<file path="src/rtl/pio_strobe_seq.sv">
module pio_strobe_seq #(
  parameter int ADDR_W = 10
) (
  input  logic              clk,
  input  logic              rst_n,
  input  logic [13:0]       cfg,
  input  logic              req,
  input  logic              req_we,
  input  logic [ADDR_W-1:0] req_addr,
  input  logic [15:0]       req_wdata,
  output logic              busy,
  output logic              done,
  output logic [15:0]       rdata,
  output logic              dev_cs,
  output logic              dev_rd,
  output logic              dev_wr,
  output logic              dev_oe,
  output logic [ADDR_W-1:0] dev_addr,
  output logic [15:0]       dev_dout,
  input  logic [15:0]       dev_din
);

  localparam int CW = 4;

  typedef enum logic [1:0] {PH_IDLE, PH_SETUP, PH_STROBE, PH_HOLD} phase_t;

  phase_t          phase;
  logic [CW-1:0]   cnt;
  logic [13:0]     cfg_q;
  logic            we_q;
  logic [15:0]     wdata_q;
  logic [ADDR_W-1:0] addr_q;
  logic            done_q;
  logic [15:0]     rdata_q;

  function automatic logic [CW-1:0] min1(input logic [CW-1:0] v);
    return (v == '0) ? CW'(1) : v;
  endfunction

  logic [CW-1:0] setup_new, strobe_len, hold_len;
  assign setup_new  = min1({1'b0, cfg[11:9]});
  assign strobe_len = we_q ? min1({1'b0, cfg_q[4:2]}) : min1(cfg_q[8:5]);
  assign hold_len   = min1({2'b00, cfg_q[1:0]});

  logic accept, last;
  assign accept = (phase == PH_IDLE) && req;
  assign last   = (cnt == CW'(1));

  logic hw, swp;
  assign hw  = cfg_q[12];
  assign swp = cfg_q[13];

  logic [7:0] lane_lo, lane_hi;
  assign lane_lo = swp ? dev_din[15:8] : dev_din[7:0];
  assign lane_hi = swp ? dev_din[7:0]  : dev_din[15:8];

  logic [15:0] rd_map, wr_map;
  assign rd_map = hw ? {lane_hi, lane_lo} : {8'h00, lane_lo};
  assign wr_map = hw  ? (swp ? {wdata_q[7:0], wdata_q[15:8]} : wdata_q)
                      : (swp ? {wdata_q[7:0], 8'h00} : {8'h00, wdata_q[7:0]});

  always_ff @(posedge clk or negedge rst_n) begin
    if (!rst_n) begin
      phase   <= PH_IDLE;
      cnt     <= '0;
      cfg_q   <= '0;
      we_q    <= 1'b0;
      wdata_q <= '0;
      addr_q  <= '0;
      done_q  <= 1'b0;
      rdata_q <= '0;
    end else begin
      done_q <= 1'b0;
      unique case (phase)
        PH_IDLE: if (accept) begin
          phase   <= PH_SETUP;
          cnt     <= setup_new;
          cfg_q   <= cfg;
          we_q    <= req_we;
          wdata_q <= req_wdata;
          addr_q  <= req_addr;
        end
        PH_SETUP: if (last) begin
          phase <= PH_STROBE;
          cnt   <= strobe_len;
        end else cnt <= cnt - 1'b1;
        PH_STROBE: if (last) begin
          phase <= PH_HOLD;
          cnt   <= hold_len;
          if (!we_q) rdata_q <= rd_map;
        end else cnt <= cnt - 1'b1;
        PH_HOLD: if (last) begin
          phase  <= PH_IDLE;
          done_q <= 1'b1;
        end else cnt <= cnt - 1'b1;
        default: phase <= PH_IDLE;
      endcase
    end
  end

  assign dev_cs   = (phase != PH_IDLE);
  assign busy     = dev_cs;
  assign dev_rd   = (phase == PH_STROBE) && !we_q;
  assign dev_wr   = (phase == PH_STROBE) && we_q;
  assign dev_oe   = dev_cs && we_q;
  assign dev_addr = addr_q;
  assign dev_dout = we_q ? wr_map : 16'h0000;
  assign done     = done_q;
  assign rdata    = rdata_q;

endmodule


</file>
<file path="config.mk">
export PLATFORM = sky130hd
export DESIGN_NAME = pio_strobe_seq
export DESIGN_NICKNAME = d
export VERILOG_FILES = /design/src/rtl/pio_strobe_seq.sv
export SDC_FILE = /design/constraint.sdc
export NUM_CORES = 1
export LEC_CHECK = 0
export BUFFER_PORTS_ARGS = -buffer_cell sky130_fd_sc_hd__clkbuf_2
export CAP_MARGIN = 15
export CORE_MARGIN = 4
export CORE_UTILIZATION = 50
export CTS_CLUSTER_SIZE = 28
export DETAILED_ROUTE_END_ITERATION = 6
export PLACE_DENSITY = 0.9
export SYNTH_ARGS = -nofsm -noshare
export SYNTH_HDL_FRONTEND = slang
export SYNTH_SLANG_ARGS = --single-unit
</file>
<file path="constraint.sdc">
create_clock -name clk -period 2.01 [get_ports clk]
set_input_delay 0.1005 -clock clk [delete_from_list [all_inputs] [get_ports clk]]
set_output_delay 0.1005 -clock clk [all_outputs]
set_load 0.02 [all_outputs]
</file>
# Yosys cells after proc, flatten, opt, wreduce, memory -nomap -nowiden
# Index checks and enable logic that the tools add are counted.
[classes]
add_sub_neg = 1
eq_ne = 9
mux = 24
bitwise_logic = 1
n_reduce_logical = 15
[op_table]
columns = ["op", "n"]
rows = [
  ["$mux 16", 5],
  ["$mux 4", 6],
  ["$mux 8", 2],
  ["$pmux 4 s4", 1],
  ["$mux 2", 5],
  ["$ne 2x2->1 const B", 5],
  ["$pmux 2 s4", 1],
  ["$logic_not 3->1", 2],
  ["$mux 3", 2],
  ["$eq 2x2->1 const B", 2],
  ["$eq 4x1->1 const B", 1],
  ["$logic_and 1x1->1", 4],
  ["$logic_not 2->1", 2],
  ["$logic_not 4->1", 1],
  ["$reduce_and 2->1", 2],
  ["$reduce_and 4->1", 1],
  ["$sub 4x1->4 const B", 1],
  ["$reduce_and 3->1", 1],
  ["$eq 2x1->1 const B", 1],
  ["$mux 1", 2],
  ["$reduce_bool 2->1", 1],
  ["$logic_not 1->1", 1],
  ["$not 1->1", 1],
]
[word_totals]
reg_bits = 64
in_bits = 60
out_inout_bits = 48
word_cells = 58

# Depth between registers and ports, before layout
# Gate-level depths: netlist (run 1).
[logic_depth]
depth_word = 5
ltp_mapped = 8
depth_no_buf = 6

# Worst setup path after synthesis (run 1)
# No wires, ideal clock.
[synth_timing]
path_kind = "reg-to-reg"
start = "reg phase[0]"
end = "reg cfg_q[0]"
setup_time_ns = 0.125
arrival_ns = 1.549
required_ns = 1.885
path_slack_ns = 0.336
stages_incl_launch_ff = 8
n_path_buf = 3
period_less_slack_ns = 1.674
path_cell_list = "dfrtp_1 -> inv_1 -> ha_1 -> buf_2 -> nand2_1 -> buf_2 -> buf_4 -> mux2_2"
[synth_via]
elab_chain_cells = 3
[synth_lines]
columns = ["item", "line_no", "text"]
rows = [
  ["from (decl)", "27", "phase_t phase;"],
  ["from (signal assigned)", "64", "phase <= PH_IDLE;"],
  ["from (signal assigned)", "76", "phase <= PH_SETUP;"],
  ["from (signal assigned)", "84", "phase <= PH_STROBE;"],
  ["$logic_not 2->1 *", "46, 74", ""],
  ["$logic_and 1x1->1", "46", "assign accept = (phase == PH_IDLE) && req;"],
  ["$reduce_and 2->1 (no line) *", "-", ""],
  ["to (signal assigned)", "78", "cfg_q <= cfg;"],
  ["to (decl)", "29", "logic [13:0] cfg_q;"],
]
# Every way passes the cells marked *; elsewhere a longest branch is shown, timed or not.
# A chain may end at the register's enable or synchronous reset.

# Worst setup path after layout (run 1)
[layout_timing]
start = "reg cnt[1]"
end = "reg phase[1]"
[layout_via]
elab_chain_cells = 3
elab_cells_between_ends = 5
cone_classes = "eq/ne (4); reduce/logical (1)"
[layout_lines]
columns = ["item", "line_no", "text"]
rows = [
  ["from (decl)", "28", "logic [CW-1:0] cnt;"],
  ["from (signal assigned)", "77", "cnt <= setup_new;"],
  ["from (signal assigned)", "85", "cnt <= strobe_len;"],
  ["from (signal assigned)", "86", "end else cnt <= cnt - 1'b1;"],
  ["$eq 4x1->1 *", "47", "assign last = (cnt == CW'(1));"],
  ["$ne 2x2->1 (no line)", "-", ""],
  ["$reduce_and 4->1 (no line) *", "-", ""],
]
# Marks and branches as above.

==> results of run 1 <==
## power by group through the flow
| stage | combinational [W] | sequential (W) | clock [W] |
|---|---|---|---|
| 2_1_floorplan | 0.00226 | 0.00255 | 0 |
| 5_1_grt | 0.00386 | 0.00247 | 0.00121 |
| 6_report | 0.00351 | 0.00238 | 0.00112 |
| 3_3_place_gp | 0.00333 | 0.00234 | 0 |
| 3_5_place_dp | 0.00344 | 0.00239 | 0 |
| 4_1_cts | 0.00351 | 0.00237 | 0.00116 |
## worst max-delay path: stages (launching register included)
cell	delay, ns
sky130_fd_sc_hd__dfrtp_1	0.41
sky130_fd_sc_hd__inv_1	0.09
sky130_fd_sc_hd__ha_1	0.17
sky130_fd_sc_hd__nor3b_4	0.41
sky130_fd_sc_hd__nor2_1	0.17
sky130_fd_sc_hd__nor2_2	0.14
sky130_fd_sc_hd__mux2_1	0.33
## metrics by stage
step,area (µm²),std cells,util,setup slack [ns]
global route,4320,519,0.717,0.0340
floorplan,3150,296,-,0.336
detailed placement,3730,466,0.619,0.184
CTS,4310,519,0.716,0.164
global placement,3730,466,0.619,0.263
finish,4320,519,0.717,0.176
## cells by family (layout without fill, tap and decap cells)
logic type	after synthesis	in the layout	synth area share
buffers and inverters	28	176	0.0425
flip-flops	61	61	0.485
adder cells (fa/ha/maj)	6	6	0.0239
AND/OR/NAND/NOR	90	90	0.142
AO/OA/AOI/OAI	53	53	0.102
multiplexers	58	58	0.204
## registers in the layout, indices dropped and copies added (netlist names)
signal,count
done,1
rdata,16
wdata_q,16
cnt,4
we_q,1
dev_addr,10
cfg_q,11
phase,2
## repair_timing
item,CTS,global route
hold buffers,37,0
endpoints found under the setup margin,1,16
gates resized for setup,1,1
pin swaps,0,0
endpoints found under the hold margin,97,0
cloned,0,0
## routing by layer
| layer | wire, µm | vias up | global-route usage | share of wire |
|---|---|---|---|---|
| met5 | 0 | - | 0 | 0 |
| met2 | 4080 | 90 | 0.384 | 0.52 |
| met3 | 478 | 19 | 0.0643 | 0.062 |
| met4 | 181 | 0 | 0.0837 | 0.023 |
| li1 | - | 1312 | - | - |
| met1 | 3030 | 1293 | 0.248 | 0.39 |
## cell usage in the layout (no fill, tap or decap), types with 2 or more instances in the layout
master and instances:
sky130_fd_sc_hd__clkbuf_8 11, sky130_fd_sc_hd__ha_1 6, sky130_fd_sc_hd__or3_1 2, sky130_fd_sc_hd__clkbuf_2 107
sky130_fd_sc_hd__buf_4 8, sky130_fd_sc_hd__clkinvlp_4 2, sky130_fd_sc_hd__o32ai_1 2, sky130_fd_sc_hd__a211oi_1 2
sky130_fd_sc_hd__a21oi_1 7, sky130_fd_sc_hd__nand2_1 44, sky130_fd_sc_hd__nand3_1 8, sky130_fd_sc_hd__inv_1 8
sky130_fd_sc_hd__o21ai_1 14, sky130_fd_sc_hd__a21boi_0 9, sky130_fd_sc_hd__o21ai_0 13, sky130_fd_sc_hd__nand2b_1 8
sky130_fd_sc_hd__nor2b_1 4, sky130_fd_sc_hd__mux2_2 48, sky130_fd_sc_hd__nor3_1 4, sky130_fd_sc_hd__dfrtp_1 60
sky130_fd_sc_hd__mux2i_1 9, sky130_fd_sc_hd__and2_1 10, sky130_fd_sc_hd__nor2_1 4, sky130_fd_sc_hd__dlygate4sd3_1 37
## layout make-up
type	instances	area, µm²	area share
inverter	8	30.0	0.00695
multi-input combinational	207	1490	0.345
tap	75	93.8	0.0217
timing repair buffer	152	966	0.224
clock buffer	11	151	0.0351
sequential	61	1530	0.354
clock inverter	5	58.8	0.0136
## final timing paths
kind / start / endpoint / slack (ns) / cells past startpoint
hold reg to reg: rdata[0]$_DFFE_PN0P_ / rdata[0]$_DFFE_PN0P_ / 0.48 / 2
min in group asynchronous: rst_n / rdata[6]$_DFFE_PN0P_ / 0.46 / 3
setup reg to reg: cnt[1]$_DFFE_PN0P_ / phase[1]$_DFFE_PN0P_ / 0.18 / 6
hold / removal: cfg[4] / cfg_q[4]$_DFFE_PN0P_ / 0.02 / 2
setup / recovery: cnt[1]$_DFFE_PN0P_ / phase[1]$_DFFE_PN0P_ / 0.18 / 6
max in group asynchronous: rst_n / cfg_q[12]$_DFFE_PN0P_ / 1.01 / 3
==> flow_metrics.env, run 1 <==
export IMPL_synth_warning_count=0
export IMPL_final_layout_size_suffix_gt1_frac=0.414
export IMPL_coreArea_um2=6030
export IMPL_synth_area_leader_cell="sky130_fd_sc_hd__dfrtp_1"
export IMPL_seqPwrFrac=0.339
export IMPL_timing_max_transition_violations_final=0
export IMPL_power_switching_w=0.00293
export IMPL_power_switching_fraction=0.418
export IMPL_clock_latency_ns=0.34
export IMPL_cts_post_setup_buffers_inserted=0
export IMPL_worst_path_max_fanout=9
export IMPL_cp_data_required_time_ns=2.23
export IMPL_final_nets=505
export IMPL_vias=2714
export IMPL_drc=0
export IMPL_post_synth_cell_area_avg_um2=10.6
export IMPL_vertical_die_dimension_um=87.3
export IMPL_holdWs_ns=0.0220
export IMPL_yosysSeqAreaShare=0.485
export IMPL_place_hpwl_um=5090
export IMPL_tritoncts_num_buffers=9
export IMPL_cts_max_level=3
export IMPL_worst_clock_skew_ns=0.00715
export IMPL_power_combinational_fraction=0.500
export IMPL_edff_count_synth=0
export IMPL_design_power_total_w=0.00702
export IMPL_synth_async_sr_flop_share=1.00
export IMPL_clock_fmax_mhz=545
export IMPL_cts_tree="built"
export IMPL_post_synth_top_count_cell="sky130_fd_sc_hd__dfrtp_1"
export IMPL_synth_net_count=362
export IMPL_drt_first_pass_iters=4
export IMPL_drt_wl_total_um=7770
export IMPL_cts_max_path_buffers=2
export IMPL_diode_insertion_count_for_antenna_repair=0
export IMPL_i_o_pin_cnt=108
export IMPL_numPortBuffers=107
export IMPL_setup_tns_ns=0
export IMPL_power_clock_fraction=0.160
export IMPL_die_area_um2=7630
export IMPL_report_final_setup_viol=0
export IMPL_grt_start_max_net_pins=62
export IMPL_number_of_maximum_capacitance_constraint_violations=0
export IMPL_critical_path_at_ns=2.05
export IMPL_globalRouteTotalUtil=0.218
export IMPL_timing_worst_setup_path_type="register to register"
export IMPL_cts_sinks=61
export IMPL_synth_flop_cell="sky130_fd_sc_hd__dfrtp_1"
export IMPL_rsz0062_at_grt="no"
export IMPL_worst_slew_pin_transition_ns=0.755
export IMPL_power_density_nw_per_um2=1620
export IMPL_vias_per_cell=5.23
export IMPL_p_int_w=0.00408
export IMPL_outcome="completed"
export IMPL_synthTopCellsByArea="sky130_fd_sc_hd__dfrtp_1 49%, sky130_fd_sc_hd__mux2_2 17%, sky130_fd_sc_hd__nand2_1 5.2%"
export IMPL_startpoint_type="register"
export IMPL_initial_utilization=0.522
export IMPL_route_detailed_wl_per_inst_um=15.0
export IMPL_synth_lib_cells_used_distinct=37
export IMPL_yosys_register_bits=61
export IMPL_netlist_area_um2=3150
export IMPL_global_route_wire_length_before_repair_um=13000
export IMPL_clock_tree_root_cell="sky130_fd_sc_hd__clkbuf_8"
export IMPL_gr_total_overflow=0
export IMPL_worstSetupEndpointType="register"
export IMPL_fillCellCount=437
export IMPL_period_minus_slack_ns=1.83
export IMPL_ant_nets=0
export IMPL_hold_class="primary input to register"
export IMPL_rows=28
export IMPL_min_period_over_period=0.912
export IMPL_antenna_found_initial=0
export IMPL_ir_worst_vdd_uv=895
export IMPL_chipWidth_um=87.3
export IMPL_p_leak_nw=2.11
export IMPL_cts_reportedPaths_clkPinSlew_ns=0.07
export IMPL_synth_common_cells="61 x sky130_fd_sc_hd__dfrtp_1, 48 x sky130_fd_sc_hd__mux2_2, 44 x sky130_fd_sc_hd__nand2_1"
export IMPL_final_hold_violation_count=0
export IMPL_vias_in_the_first_global_route=2873
export IMPL_timing_slew_headroom=0.497
export IMPL_post_synth_inst_count=296
export IMPL_flow_area_growth_from_synthesis_pct=37.3
export IMPL_detail_route_iter0_violations=70
export IMPL_finalWeightedCongestion=0.840
export IMPL_post_synth_top_area_fraction=0.485
(Power assumes the default switching activity.)
==> inputs of run 2 (changes only) <==
==> constraint.sdc (replaced) <==
create_clock -name clk -period 2.01 [get_ports clk]
set_input_delay 0.3015 -clock clk [delete_from_list [all_inputs] [get_ports clk]]
set_output_delay 0.3015 -clock clk [all_outputs]
set_load 0.02 [all_outputs]
==> run 2 against run 1 <==
Compared with the run above: clock skew hardly changed; combinational power is essentially flat; utilization shrank 5.6 points; critical path depth decreased by 2; clock-buffer cell count increased by 2; largest cell class unchanged; non-clock buffer count shrank 34; final cell count is 6.6% lower; hold slack better by 0.18 ns; global-route usage down 2.5 points; largest power group unchanged; via count shrank 7.3%.
==> flow_metrics.env, run 2 (synthesized netlist as in run 1, its figures left out) <==
export IMPL_holdWs_ns=0.204
export IMPL_coreArea_um2=6030
export IMPL_global_route_wire_length_before_repair_um=11300
export IMPL_timing_worst_setup_path_type="register to output pin"
export IMPL_vias=2516
export IMPL_outcome="completed"
export IMPL_critical_path_at_ns=1.57
export IMPL_r2r_start="cnt[1]$_DFFE_PN0P_"
export IMPL_final_cell_mix="107 x sky130_fd_sc_hd__clkbuf_2, 60 x sky130_fd_sc_hd__dfrtp_1, 48 x sky130_fd_sc_hd__mux2_2"
export IMPL_reg2reg_setup_slack_ns=0.15
export IMPL_setup_tns_ns=0
export IMPL_power_density_nw_per_um2=1750
export IMPL_cts_sinks=61
export IMPL_cp_data_required_time_ns=1.71
export IMPL_number_of_maximum_capacitance_constraint_violations=0
export IMPL_path_cells="buf_6 > nand2b_1 > a21boi_0 > clkbuf_2"
export IMPL_vias_in_the_first_global_route=2429
export IMPL_flow_area_growth_from_synthesis_pct=26.5
export IMPL_gr_total_overflow=0
export IMPL_initial_utilization=0.522
export IMPL_worst_path_max_fanout=39
export IMPL_die_area_um2=7630
export IMPL_drt_wl_total_um=7130
export IMPL_timing_max_transition_violations_final=0
export IMPL_vias_per_cell=5.19
export IMPL_clock_tree_root_cell="sky130_fd_sc_hd__clkbuf_8"
export IMPL_design_power_total_w=0.00698
export IMPL_finalWeightedCongestion=0.853
export IMPL_clock_fmax_mhz=535
export IMPL_cts_reportedPaths_clkPinSlew_ns=0.07
export IMPL_timing_critical_path_slowest_stage_cell="sky130_fd_sc_hd__dfrtp_1"
export IMPL_cts_max_path_buffers=2
export IMPL_worstRegToRegCells=6
export IMPL_vertical_die_dimension_um=87.3
export IMPL_min_from="req_wdata[13]"
export IMPL_numPortBuffers=107
export IMPL_holdPathEnd="wdata_q[13]$_DFFE_PN0P_"
export IMPL_hold_class="primary input to register"
export IMPL_hold_path_cell_count=2
export IMPL_layout_cells_most_common="sky130_fd_sc_hd__clkbuf_2"
export IMPL_clock_latency_ns=0.33
export IMPL_ant_nets=0
export IMPL_startpoint_type="register"
export IMPL_dpl_worst_slack_ns=0.0995
export IMPL_ir_worst_vdd_uv=974
export IMPL_grt_start_max_net_pins=40
export IMPL_p_leak_nw=1.97
export IMPL_worst_clock_skew_ns=0.00711
export IMPL_place_hpwl_um=5390
export IMPL_globalRouteTotalUtil=0.193
export IMPL_worstSetupEndpointType="output pin"
export IMPL_diode_insertion_count_for_antenna_repair=0
export IMPL_chipWidth_um=87.3
export IMPL_worst_slew_pin_transition_ns=0.525
export IMPL_detail_route_iter0_violations=78
export IMPL_cts_tree="built"
export IMPL_rows=28
export IMPL_period_minus_slack_ns=1.87
export IMPL_final_nets=471
export IMPL_i_o_pin_cnt=108
export IMPL_final_layout_size_suffix_gt1_frac=0.454
export IMPL_final_hold_violation_count=0
export IMPL_timing_critical_path_slowest_cell_delay_ns=0.39
export IMPL_rsz0062_at_grt="no"
export IMPL_min_period_over_period=0.930
export IMPL_antenna_found_initial=0
export IMPL_drc=0
export IMPL_r2r_end="phase[1]$_DFFE_PN0P_"
export IMPL_cts_max_level=3
export IMPL_tritoncts_num_buffers=9
export IMPL_route_detailed_wl_per_inst_um=14.7
export IMPL_drt_first_pass_iters=4
export IMPL_timing_slew_headroom=0.650
export IMPL_final_setup_worst_slack_ns=0.141
export IMPL_final_core_util=0.661
export IMPL_report_final_setup_viol=0
## run 2: cell types whose count changed in the layout (fill, tap and decap cells not counted), sizes merged
cell / delta
buf: +2
dlygate4sd3: -36
clkinv: -1
clkinvlp: -1
clkbuf: +2
## run 2: through the flow
stage	instances	cell area [µm²]
after floorplan	296	3150
after global placement	468	3750
after detailed placement	468	3750
after CTS	485	3970
after global routing	485	3980
final	485	3980
## run 2: routing by layer
metal	vias up	routed length, µm	track usage	share of wire
li1	1240	-	-	-
met1	1196	3050	0.249	0.43
met2	72	3580	0.315	0.50
met3	8	426	0.0530	0.060
met4	0	74	0.0614	0.010
met5	-	0	0	0
## run 2: layout make-up
type	instances	area, µm²
Sequential cell	61	1530
Fill cell	491	2040
Inverter	8	30.0
Multi-Input combinational cell	207	1490
Tap cell	75	93.8
Clock inverter	3	42.5
Clock buffer	13	169
Timing Repair Buffer	118	624
## run 2: what timing repair did
item / CTS / global route
gates resized for setup: 1 / 3
hold buffers: 1 / 0
buffers inserted: 0 / 0
hold endpoints to repair: 19 / 0
setup endpoints to repair: 1 / 15
## run 2: worst max-delay path by stage
stage                           from                   end  slack, ns
2_1_floorplan  cfg_q[12]$_DFFE_PN0P_           dev_dout[6]       0.33
4_1_cts        cfg_q[13]$_DFFE_PN0P_           dev_dout[3]       0.09
3_3_place_gp      cnt[1]$_DFFE_PN0P_  rdata[1]$_DFFE_PN0P_       0.25
6_report       cfg_q[13]$_DFFE_PN0P_           dev_dout[3]       0.14
3_5_place_dp      cnt[1]$_DFFE_PN0P_  rdata[0]$_DFFE_PN0P_        0.1
5_1_grt           cnt[1]$_DFFE_PN0P_  phase[1]$_DFFE_PN0P_       0.04
## run 2: worst max-delay path, delay by kind of cell, from the launching register on
kind | cells | cell delay, ns
compound gates | 1 | 0.26
simple gates | 1 | 0.17
buf+inv | 2 | 0.42
flops | 1 | 0.39
## run 2: power breakdown
group          switching, W  internal, W  leakage [nW]
registers          0.000487      0.00186         0.726
clock network      0.000455     0.000673         0.106
logic               0.00194      0.00156          1.14
==> inputs of run 3 (changes only) <==
CAP_MARGIN = 0   (was 15)
MAX_ROUTING_LAYER = met4   (was not set)
==> run 3 against run 2 <==
Compared with the run above: total power decreased by 1.1%; maximum frequency decreased by 2.3%; via count increased by 0.16%; sequential share of layout area increased by 0.13 points; die area unchanged; clock-buffer cell count decreased by 3; largest power group unchanged; highest routed layer unchanged.
==> flow_metrics.env, run 3 (synthesized netlist as in run 1, its figures left out) <==
export IMPL_cts_max_path_buffers=2
export IMPL_cts_tree="built"
export IMPL_setup_tns_ns=0
export IMPL_cts_sinks=61
export IMPL_vertical_die_dimension_um=87.3
export IMPL_hold_path_cell_count=2
export IMPL_cts_reportedPaths_clkPinSlew_ns=0.08
export IMPL_timing_max_transition_violations_final=0
export IMPL_cp_data_required_time_ns=1.71
export IMPL_vias_in_the_first_global_route=2601
export IMPL_ant_nets=0
export IMPL_period_minus_slack_ns=1.91
export IMPL_timing_worst_setup_path_type="register to output pin"
export IMPL_layout_cells_most_common="sky130_fd_sc_hd__clkbuf_2"
export IMPL_cts_post_setup_buffers_inserted=0
export IMPL_detail_route_iter0_violations=57
export IMPL_outcome="completed"
export IMPL_final_nets=471
export IMPL_tritoncts_num_buffers=9
export IMPL_clock_latency_ns=0.32
export IMPL_drc=0
export IMPL_vias=2520
export IMPL_report_final_setup_viol=0
export IMPL_worst_path_max_fanout=6
export IMPL_fillCellCount=505
export IMPL_power_density_nw_per_um2=1740
export IMPL_chipWidth_um=87.3
export IMPL_power_switching_fraction=0.418
export IMPL_flow_area_growth_from_synthesis_pct=26.1
export IMPL_power_combinational_fraction=0.506
export IMPL_gr_total_overflow=0
export IMPL_clock_tree_root_cell="sky130_fd_sc_hd__clkbuf_8"
export IMPL_rsz0062_at_grt="no"
export IMPL_timing_slew_headroom=0.657
export IMPL_route_met3_wl_um=372
export IMPL_startpoint_type="register"
export IMPL_holdWs_ns=0.207
export IMPL_final_layout_size_suffix_gt1_frac=0.454
export IMPL_globalRouteTotalUtil=0.194
export IMPL_initial_utilization=0.522
export IMPL_grt_start_max_net_pins=40
export IMPL_antenna_found_initial=0
export IMPL_numPortBuffers=107
export IMPL_critical_path_startpoint="phase[0]$_DFFE_PN0P_"
export IMPL_drt_wl_total_um=6990
export IMPL_p_leak_nw=1.96
export IMPL_highest_signal_layer="met4"
export IMPL_r2r_start="cnt[1]$_DFFE_PN0P_"
export IMPL_rows=28
export IMPL_seqPwrFrac=0.338
export IMPL_route_detailed_wl_per_inst_um=14.4
export IMPL_cts_max_level=3
export IMPL_timing_critical_path_to="dev_rd"
export IMPL_p_int_w=0.00402
export IMPL_final_hold_violation_count=0
export IMPL_min_period_over_period=0.952
export IMPL_routed_wire_length_on_met2_um=3570
export IMPL_i_o_pin_cnt=108
export IMPL_number_of_maximum_capacitance_constraint_violations=0
export IMPL_drt_first_pass_iters=4
export IMPL_final_cell_mix="107 x sky130_fd_sc_hd__clkbuf_2, 60 x sky130_fd_sc_hd__dfrtp_1, 48 x sky130_fd_sc_hd__mux2_2"
export IMPL_place_hpwl_um=5240
export IMPL_coreArea_um2=6030
export IMPL_vias_per_cell=5.20
export IMPL_ir_worst_vdd_uv=889
export IMPL_critical_path_at_ns=1.61
export IMPL_wl_met1_um=2960
export IMPL_power_switching_w=0.00289
export IMPL_reg2reg_setup_slack_ns=0.14
export IMPL_worstRegToRegCells=6
export IMPL_die_area_um2=7630
export IMPL_hold_class="primary input to register"
export IMPL_r2r_end="phase[1]$_DFFE_PN0P_"
export IMPL_worstSetupEndpointType="output pin"
export IMPL_global_route_wire_length_before_repair_um=11400
export IMPL_diode_insertion_count_for_antenna_repair=0
export IMPL_finalWeightedCongestion=0.867
export IMPL_worst_slew_pin_transition_ns=0.515
export IMPL_power_clock_fraction=0.156
export IMPL_clock_fmax_mhz=523
export IMPL_worst_clock_skew_ns=0.00957
==> run 3: cell types whose count changed in the layout (fill, tap and decap cells not counted) <==
cell / change
sky130_fd_sc_hd__clkbuf_8: -2
sky130_fd_sc_hd__clkinvlp_4: +2
sky130_fd_sc_hd__clkbuf_1: -1
sky130_fd_sc_hd__clkinv_2: +1
sky130_fd_sc_hd__nor2b_1: +1
sky130_fd_sc_hd__nor2b_2: -1
==> run 3: final cells by class <==
| cell class | instances | area (µm²) | area share |
|---|---|---|---|
| Inverter | 8 | 30.0 | 0.00757 |
| Clock buffer | 10 | 138 | 0.0347 |
| Sequential cell | 61 | 1530 | 0.385 |
| Clock inverter | 6 | 62.6 | 0.0158 |
| Tap cell | 75 | 93.8 | 0.0237 |
| Timing Repair Buffer | 118 | 624 | 0.157 |
| Multi-Input combinational cell | 207 | 1490 | 0.376 |
==> run 3: metrics by stage <==
stage	cells	util	cell area [µm²]	total power, W	setup WS [ns]
final	485	0.658	3970	0.00691	0.0975
after global routing	485	0.658	3970	0.00744	0.000654
after CTS	485	0.657	3960	0.00697	0.0747
after detailed placement	468	0.622	3750	0.00585	0.0997
after global placement	468	0.622	3750	0.00570	0.253
after floorplan	296	-	3150	0.00480	0.331
==> run 3: worst min-delay path by stage <==
stage                start                      end  slack, ns
6_report            cfg[8]     cfg_q[8]$_DFFE_PN0P_       0.21
2_1_floorplan        rst_n     cfg_q[0]$_DFFE_PN0P_      0.006
3_3_place_gp         rst_n     rdata[6]$_DFFE_PN0P_       0.29
4_1_cts        req_addr[2]  dev_addr[2]$_DFFE_PN0P_       0.19
3_5_place_dp         rst_n     rdata[6]$_DFFE_PN0P_       0.30
5_1_grt             cfg[8]     cfg_q[8]$_DFFE_PN0P_       0.19
==> run 3: metal layers <==
| metal | global-route usage | up-vias |
|---|---|---|
| met4 | 0.0600 | 0 |
| met3 | 0.0350 | 12 |
| met1 | 0.237 | 1182 |
| met2 | 0.325 | 82 |
| li1 | - | 1244 |
| met5 | - | - |
==> run 3: timing repair <==
action | CTS | global route
endpoints found under the setup margin | 1 | 17
endpoints found under the hold margin | 19 | 0
hold buffers | 1 | 0
resized for setup | 1 | 2
==> run 3: power by group through the flow <==
stage | Sequential (W) | Combinational, W | Clock, W
finish | 0.00233 | 0.00349 | 0.00108
global route | 0.00243 | 0.00384 | 0.00117
CTS | 0.00234 | 0.00353 | 0.00110
detailed placement | 0.00235 | 0.00350 | 0
global placement | 0.00231 | 0.00339 | 0
floorplan | 0.00255 | 0.00226 | 0
==> run 3: critical path, cell delays in order (launching register included) <==
cell and delay, ns:
sky130_fd_sc_hd__dfrtp_1 0.41, sky130_fd_sc_hd__inv_1 0.10, sky130_fd_sc_hd__ha_1 0.24, sky130_fd_sc_hd__nor2b_1 0.30, sky130_fd_sc_hd__clkbuf_2 0.24
